### config.mk
export PLATFORM = sky130hd
export DESIGN_NAME = pwm_action_qual
export DESIGN_NICKNAME = d
export VERILOG_FILES = /design/src/rtl/aq_pkg.sv /design/src/rtl/aq_event_sel.sv /design/src/rtl/aq_force_ctl.sv /design/src/rtl/aq_out_stage.sv /design/src/rtl/pwm_action_qual.sv
export SDC_FILE = /design/constraint.sdc
export NUM_CORES = 1
export LEC_CHECK = 0
export ABC_AREA = 1
export CORE_MARGIN = 10
export CORE_UTILIZATION = 50
export CTS_CLUSTER_DIAMETER = 100
export CTS_CLUSTER_SIZE = 28
export DETAILED_ROUTE_END_ITERATION = 12
export GPL_TIMING_DRIVEN = 0
export PLACE_DENSITY = 0.82
export SLEW_MARGIN = 20
export SYNTH_ARGS = -nofsm -noshare
export SYNTH_HDL_FRONTEND = slang
export SYNTH_SLANG_ARGS = --single-unit
### constraint.sdc
create_clock -name clk -period 2.6 [get_ports clk]
set_clock_uncertainty 0.15 [all_clocks]
set_input_delay 0.39 -clock clk [delete_from_list [all_inputs] [get_ports clk]]
set_output_delay 0.39 -clock clk [all_outputs]
set_load 0.01 [all_outputs]
### src/rtl/aq_pkg.sv
// Shared types and constants for the PWM action qualifier.
// Assumes the time-base counter supplies one-tick event pulses.
package aq_pkg;

    typedef enum logic [1:0] {
        ACT_NONE   = 2'b00,
        ACT_LOW    = 2'b01,
        ACT_HIGH   = 2'b10,
        ACT_TOGGLE = 2'b11
    } aq_act_e;

    typedef enum logic [1:0] {
        RLD_ZERO   = 2'b00,
        RLD_PRD    = 2'b01,
        RLD_EITHER = 2'b10,
        RLD_NOW    = 2'b11
    } aq_rld_e;

    // Bit positions of each event action inside a control word
    localparam int FLD_ZERO_LSB = 0;
    localparam int FLD_PRD_LSB  = 2;
    localparam int FLD_CMPA_LSB = 4;
    localparam int FLD_CMPB_LSB = 8;

    // Register addresses on the write port
    localparam logic [1:0] ADDR_CTL_A = 2'd0;
    localparam logic [1:0] ADDR_CTL_B = 2'd1;
    localparam logic [1:0] ADDR_FORCE = 2'd2;
    localparam logic [1:0] ADDR_RLD   = 2'd3;

    // Next output level for an action applied to the current level
    function automatic logic apply_act(input aq_act_e act, input logic cur);
        case (act)
            ACT_LOW:    return 1'b0;
            ACT_HIGH:   return 1'b1;
            ACT_TOGGLE: return ~cur;
            default:    return cur;
        endcase
    endfunction

endpackage

### src/rtl/aq_event_sel.sv
// Picks the winning action for one output from the events of a tick.
// Priority: compare B, then compare A, then period, then zero.
// An event counts only if present and its action code is non-zero.
module aq_event_sel
    import aq_pkg::*;
#(
    parameter int DW = 16
) (
    input  logic [DW-1:0] ctl_word,
    input  logic          evt_zero,
    input  logic          evt_prd,
    input  logic          evt_cmpa_up,
    input  logic          evt_cmpb_up,
    output aq_act_e       act
);

    aq_act_e f_zero, f_prd, f_cmpa, f_cmpb;

    // Slice the four action fields out of the control word
    always_comb begin
        f_zero = aq_act_e'(ctl_word[FLD_ZERO_LSB +: 2]);
        f_prd  = aq_act_e'(ctl_word[FLD_PRD_LSB  +: 2]);
        f_cmpa = aq_act_e'(ctl_word[FLD_CMPA_LSB +: 2]);
        f_cmpb = aq_act_e'(ctl_word[FLD_CMPB_LSB +: 2]);
    end

    // Later assignment wins, so the order gives the priority
    always_comb begin
        act = ACT_NONE;
        if (evt_zero    && f_zero != ACT_NONE) act = f_zero;
        if (evt_prd     && f_prd  != ACT_NONE) act = f_prd;
        if (evt_cmpa_up && f_cmpa != ACT_NONE) act = f_cmpa;
        if (evt_cmpb_up && f_cmpb != ACT_NONE) act = f_cmpb;
    end

endmodule

### src/rtl/aq_force_ctl.sv
// Shadow-to-active reload for one channel's continuous force code.
// The active code loads on a tick matching the reload mode; on that
// tick the newly loaded code already decides the output.
module aq_force_ctl
    import aq_pkg::*;
(
    input  logic       clk,
    input  logic       rst_n,
    input  logic       tick,
    input  logic       evt_zero,
    input  logic       evt_prd,
    input  aq_rld_e    rld_mode,
    input  logic [1:0] shadow,
    output logic       frc_en,
    output logic       frc_lvl
);

    logic [1:0] active_q;
    logic [1:0] eff;
    logic       load;

    // Decide whether this tick moves the shadow into the active copy
    always_comb begin
        case (rld_mode)
            RLD_ZERO:   load = tick && evt_zero;
            RLD_PRD:    load = tick && evt_prd;
            RLD_EITHER: load = tick && (evt_zero || evt_prd);
            default:    load = tick;
        endcase
    end

    // Effective code for this tick and its decoded meaning
    always_comb begin
        eff     = load ? shadow : active_q;
        frc_en  = (eff == 2'b01) || (eff == 2'b10);
        frc_lvl = (eff == 2'b10);
    end

    // Hold the active force code
    always_ff @(posedge clk) begin
        if (!rst_n)    active_q <= 2'b00;
        else if (load) active_q <= shadow;
    end

endmodule

### src/rtl/aq_out_stage.sv
// Output level register for one channel. Updates only on tick;
// an active force takes precedence over the event action.
module aq_out_stage
    import aq_pkg::*;
(
    input  logic    clk,
    input  logic    rst_n,
    input  logic    tick,
    input  aq_act_e act,
    input  logic    frc_en,
    input  logic    frc_lvl,
    output logic    out_q
);

    // Apply force or event action once per tick
    always_ff @(posedge clk) begin
        if (!rst_n)      out_q <= 1'b0;
        else if (tick) begin
            if (frc_en)  out_q <= frc_lvl;
            else         out_q <= apply_act(act, out_q);
        end
    end

endmodule

### src/rtl/pwm_action_qual.sv
// Two-channel PWM action qualifier. Holds the configuration registers
// and instantiates per-channel event selection, force reload and
// output stages. Assumes event inputs are valid only with tick.
module pwm_action_qual
    import aq_pkg::*;
#(
    parameter int DW = 16
) (
    input  logic          clk,
    input  logic          rst_n,
    input  logic          wr_en,
    input  logic [1:0]    wr_addr,
    input  logic [DW-1:0] wr_data,
    input  logic          tick,
    input  logic          evt_zero,
    input  logic          evt_prd,
    input  logic          evt_cmpa_up,
    input  logic          evt_cmpb_up,
    output logic          pwm_a,
    output logic          pwm_b
);

    localparam int NUM_CH = 2;
    localparam int FW     = 2 * NUM_CH;

    logic [NUM_CH-1:0][DW-1:0] ctl_q;
    logic [FW-1:0]             frc_shadow_q;
    aq_rld_e                   rld_q;
    logic [NUM_CH-1:0][1:0]    act_sel;
    logic [NUM_CH-1:0]         frc_en;
    logic [NUM_CH-1:0]         frc_lvl;
    logic [NUM_CH-1:0]         out_q;

    // Configuration register writes
    always_ff @(posedge clk) begin
        if (!rst_n) begin
            ctl_q        <= '0;
            frc_shadow_q <= '0;
            rld_q        <= RLD_ZERO;
        end else if (wr_en) begin
            case (wr_addr)
                ADDR_CTL_A: ctl_q[0]     <= wr_data;
                ADDR_CTL_B: ctl_q[1]     <= wr_data;
                ADDR_FORCE: frc_shadow_q <= wr_data[FW-1:0];
                default:    rld_q        <= aq_rld_e'(wr_data[1:0]);
            endcase
        end
    end

    for (genvar ch = 0; ch < NUM_CH; ch++) begin : g_ch
        aq_act_e act_w;

        aq_event_sel #(.DW(DW)) u_sel (
            .ctl_word    (ctl_q[ch]),
            .evt_zero    (evt_zero),
            .evt_prd     (evt_prd),
            .evt_cmpa_up (evt_cmpa_up),
            .evt_cmpb_up (evt_cmpb_up),
            .act         (act_w)
        );

        assign act_sel[ch] = act_w;

        aq_force_ctl u_frc (
            .clk      (clk),
            .rst_n    (rst_n),
            .tick     (tick),
            .evt_zero (evt_zero),
            .evt_prd  (evt_prd),
            .rld_mode (rld_q),
            .shadow   (frc_shadow_q[2*ch +: 2]),
            .frc_en   (frc_en[ch]),
            .frc_lvl  (frc_lvl[ch])
        );

        aq_out_stage u_out (
            .clk     (clk),
            .rst_n   (rst_n),
            .tick    (tick),
            .act     (act_w),
            .frc_en  (frc_en[ch]),
            .frc_lvl (frc_lvl[ch]),
            .out_q   (out_q[ch])
        );
    end

    assign pwm_a = out_q[0];
    assign pwm_b = out_q[1];

endmodule

# Word level (Yosys, flattened, before mapping)
# Cells that the tools add are included.
[word_totals]
reg_bits = 32
inputBits = 26
out_inout_bits = 2
[op_classes]
eq_ne = 14
muxes = 15
bitwise_logic = 3
n_reduce_logical = 33
[op_table]
columns = ["op", "n"]
rows = [
  ["2-to-1 mux 2 bit", 10],
  ["== test 2 bit, second input constant", 8],
  ["nonzero test 2 bit", 8],
  ["== test 2 x 1 -> 1 bit, second input constant", 6],
  ["AND reduction 2 bit", 6],
  ["logical AND 1 bit", 11],
  ["case mux 1 bit (3 select lines)", 3],
  ["nonzero test 4 bit", 2],
  ["logical NOT 2 bit", 2],
  ["logical OR 1 bit", 3],
  ["NOT 1 bit", 3],
  ["OR reduction 3 bit", 1],
  ["2-to-1 mux 1 bit", 2],
]

# Logic depth before layout (Yosys ltp)
[logic_depth]
depth_word = 9
ltp_mapped = 14

# Modules after synthesis
# A second synthesis with hierarchy kept.
[unflattened]
cells_unflattened = 412
area_unflattened_um2 = 2516.2
[modules_own_cells]
columns = ["module", "n_inst", "cells_per_inst", "area_per_inst_um2", "seq_area_each_um2"]
rows = [
  ["pwm_action_qual", 1, 248, 1617.8, 760.7],
  ["aq_force_ctl", 2, 33, 209.0, 40.0],
  ["aq_event_sel", 2, 31, 133.9, 0.0],
  ["aq_out_stage", 2, 18, 106.4, 20.0],
]

# Worst setup path before layout
# No wires, ideal clock.
[synth_path]
path_type = "register -> register"
start = "reg rld_q[0]"
end = "reg g_ch[1].u_out.out_q"
setup_ns = 0.123
arrival_ns = 1.863
path_slack_ns = 0.465
stages_incl_launch_ff = 14
path_buffers = 0
period_less_slack_ns = 2.135
cell_sequence = "dfxtp_1 -> inv_1 -> ha_1 -> o21ai_0 -> nand3b_2 -> nand2_4 -> nand2_1 -> o21ai_1 -> inv_1 -> ha_1 -> inv_1 -> nand2_1 -> o221ai_1 -> a21oi_2"
[synth_via]
elab_chain_len = 7
elab_cells_between_ends = 11
classes_between = "eq/ne: 4; mux: 3; reduce/logical: 4"
[synth_lines]
columns = ["item", "line", "rtl"]
rows = [
  ["from (decl)", "pwm_action_qual.sv:28", "aq_rld_e rld_q;"],
  ["from (signal assigned)", "pwm_action_qual.sv:45", "default: rld_q <= aq_rld_e'(wr_data[1:0]);"],
  ["== test 2 bit (tied with other cells)", "aq_force_ctl.sv:24", "case (rld_mode)"],
  ["case mux 1 bit (3 select lines) *", "aq_force_ctl.sv:24", ""],
  ["2-to-1 mux 2 bit *", "aq_force_ctl.sv:34", "eff = load ? shadow : active_q;"],
  ["named net g_ch[1].u_frc.eff[1]", "aq_force_ctl.sv:19", "logic [1:0] eff;"],
  ["== test 2 x 1 -> 1 bit or == test 2 bit (tied branches)", "aq_force_ctl.sv:35, aq_force_ctl.sv:36", ""],
  ["logical OR 1 bit", "aq_force_ctl.sv:35", "frc_en = (eff == 2'b01) || (eff == 2'b10);"],
  ["nonzero test 4 bit (no source line)", "n/a", ""],
  ["AND reduction 2 bit (no source line)", "n/a", ""],
  ["to (signal assigned)", "aq_out_stage.sv:19", "if (frc_en) out_q <= frc_lvl;"],
  ["to (signal assigned)", "aq_out_stage.sv:20", "else out_q <= apply_act(act, out_q);"],
  ["to (decl)", "aq_out_stage.sv:12", "output logic out_q"],
]
# Mark *: on every way through the listed nets, which the timed path passes. The rest lies on a longest branch.
# A chain may end at the register's enable or synchronous reset.

# Worst setup path in the final report
# Same ends and word-level chain as after synthesis.

==> metrics.md <==
| Metric | Value |
|---|---|
| Die W | `72.3 um` |
| Initial antenna violation count | `0` |
| Die area | `5230 um2` |
| DR pass1 iterations | `4` |
| Worst skew pair latency | `0.34 ns` |
| Port Buffers | `19` |
| Placed instance area | `1600 um2` |
| Syn Area/Cell | `6.80 um2` |
| First DRT Iteration DRCs | `67` |
| Vias per std cell | `4.87` |
| Share of post-route cells with drive strength above 1 | `5.80%` |
| CP max stage delay | `0.38 ns` |
| DRT Wirelength | `2810 um` |
| Max-Cap Viols | `0` |
| Synth area leader | `dfxtp_1` |
| Post-Syn Area | `1370 um2` |
| Fin. max-slew vios | `0` |
| Worst hold path type | `reg2reg` |
| Vertical die dimension | `72.3 um` |
| Clk slew on worst S/H paths | `0.16 ns` |
| Type of the worst setup path | `reg2reg` |
| Largest net degree at the start of global routing | `17` |
| Most used cell along the critical path | `inv_1` |
| Pleak | `0.000788 uW` |
| Post-DR wirelength/cell | `11.1 um` |
| #FFs+latches synth | `28` |
| Number of global-route vias before repair | `1,173` |
| Num CTS Buffers | `3` |
| Detailed placer's ending HPWL | `2190 um` |
| Starting density of the core | `53.7%` |
| Antenna viol nets, final | `0` |
| Routability cong. | `0.796` |
| Critical-path cell list | `inv_1 -> ha_1 -> o21ai_0 -> nand3b_2 -> nand2_4 -> nand2_1 -> o21ai_1 -> inv_1 -> ha_1 -> inv_1 -> nand2_1 -> o221ai_1 -> a21oi_2` |
| CP Capture Type | `flop` |
| Layout area overhead | `20.5%` |
| Total GRT Usage | `11.4%` |
| Worst-path fanout max | `8` |
| F_max | `420 MHz` |
| Run status | `finished clean` |
| WP data required | `2.71 ns` |
| Ys flop type | `dfxtp_1` |
| Ant diodes | `0` |
| Final setup TNS | `0 ns` |
| Net Count, Synth | `232` |
| Clock root cell | `clkbuf_4` |
| Post-layout min period | `2.38 ns` |
| PD cells | `564 nW/um2` |
| Post-CTS Hold Buffers | `0` |
| Synth top area share | `41.0%` |
| Ys async rst share | `0%` |
| Total core area | `2540 um2` |
| Final period utilization | `91.5%` |
| Register area share after synthesis | `41.0%` |
| Drt drc | `0` |
| Post-CTS setup buffers | `0` |
| Total grt overflow | `0` |
| Yosys warns | `0` |
| Post-synth EDFFs | `0` |
| I/O pin cnt | `28` |
| Final net count | `256` |
| Clock sink count | `28` |
| Routed via count | `1,237` |
| Final hold vios | `0` |
| Depth of the CTS H-tree | `1` |
| CTS tree | `yes` |
| Design area | `1650 um2` |
| Critical Path Start Type | `flop` |
| CTS resizes | `0` |
| Bufs on Longest Clock Path | `2` |
| Mapped Cells | `201` |
| RSZ-0062 raised after global routing | `no` |
| Ranking of synthesized cells by area | `dfxtp_1 41%, nor2_1 12%, nand2_1 11%` |
| Arrival time at the worst endpoint | `2.48 ns` |
| CP max stage cell | `dfxtp_1` |
| Worst vdd ir | `420 uV` |
| Slew @ Worst Pin | `0.330 ns` |
| Final setup vio count | `0` |
| Yosys cell types | `19` |
| Global-route wire length before repair | `4920 um` |
| Max_slew headroom | `78.0%` |
| Row cnt | `18` |
## per-layer routing
metal | GRT usage (%) | vias up | routed length [um]
met2 | 18.4 | 21 | 1310
met1 | 13.8 | 530 | 1330
met3 | 2.99 | 5 | 123
met4 | 5.16 | 0 | 51
li1 | - | 681 | -
met5 | 0 | - | 0
## cell usage after synthesis, types with 2 or more instances
library cell	number
a21oi_1	8
nand2_1	41
inv_1	30
nor2_1	42
o221ai_1	2
nand3_1	6
o21ai_1	3
o21ai_2	2
o21ai_0	24
dfxtp_1	28
clkbuf_1	2
a21oi_2	2
ha_1	5
## placed cells by master, fill, tap and decap left out
| cell type | count |
|---|---|
| bufinv_16 | 1 |
| clkbuf_1 | 2 |
| dfxtp_1 | 28 |
| nand2_1 | 41 |
| ha_1 | 5 |
| o221ai_1 | 2 |
| nand3_1 | 6 |
| nor2_4 | 1 |
| nand2_4 | 1 |
| o211ai_1 | 1 |
| nand3_2 | 1 |
| o21ai_0 | 24 |
| inv_2 | 1 |
| nand3b_2 | 1 |
| o21ai_2 | 2 |
| clkdlybuf4s50_1 | 19 |
| a21oi_1 | 8 |
| o21ai_1 | 3 |
| nor2_1 | 42 |
| a21oi_2 | 2 |
| inv_1 | 30 |
| clkbuf_4 | 3 |
## power breakdown
group | internal (uW) | switching (uW)
clock network | 156 | 131
logic | 77.1 | 93.7
registers | 457 | 15.4
total | 690 | 240
## flip-flops by register name, summed over array words and instances, names as in the netlist
name / flops
g_ch.u_out.out_q: 2
ctl_q: 16
rld_q: 2
g_ch.u_frc.active_q: 4
frc_shadow_q: 4
## cells by family (layout without fill, tap and decap cells)
| logic type | after synthesis | after routing | synth area share, % |
|---|---|---|---|
| buf+inv | 33 | 56 | 9.06 |
| fa+ha+maj | 5 | 5 | 4.57 |
| compound gates | 42 | 42 | 17.2 |
| simple gates | 93 | 93 | 28.2 |
| flops | 28 | 28 | 41.0 |
## path summary, 6_finish.rpt
path / from / end / slack [ns] / cells after the start
worst max-delay path: rld_q[0]$_SDFFE_PN0P_ / g_ch[1].u_out.out_q$_SDFFE_PN0P_ / 0.22 / 13
worst min-delay path: frc_shadow_q[3]$_SDFFE_PN0P_ / frc_shadow_q[3]$_SDFFE_PN0P_ / 0.31 / 2
worst max register to register: rld_q[0]$_SDFFE_PN0P_ / g_ch[1].u_out.out_q$_SDFFE_PN0P_ / 0.22 / 13
worst min register to register: frc_shadow_q[3]$_SDFFE_PN0P_ / frc_shadow_q[3]$_SDFFE_PN0P_ / 0.31 / 2
## critical path, delay by kind of cell, from the launching register on
family	cells	cell delay, ns
AO/OA/AOI/OAI	4	0.60
AND/OR/NAND/NOR	4	0.38
adder cells (fa/ha/maj)	2	0.60
flip-flops	1	0.38
buffers and inverters	3	0.20
## per-stage QoR
stage,std cells,setup slack (ns),utilization [%],hold WS [ns],power [uW]
floorplan,201,0.465,-,0.274,584
finish,254,0.221,64.7,0.309,930
detailed placement,250,0.104,62.7,0.290,653
CTS,254,0.222,64.7,0.312,943
global placement,250,0.147,62.7,0.295,650
global route,254,0.0495,64.7,0.352,980
## area by class of cell
type	instances	area [um2]
clock inverters	1	30.0
flip-flops and latches	28	561
fillers	245	897
plain buffers	2	7.51
well taps	30	37.5
repair buffers	19	190
clock buffers	3	22.5
inverters	31	116
multi-input cells	140	683
(Power assumes the default switching activity.)
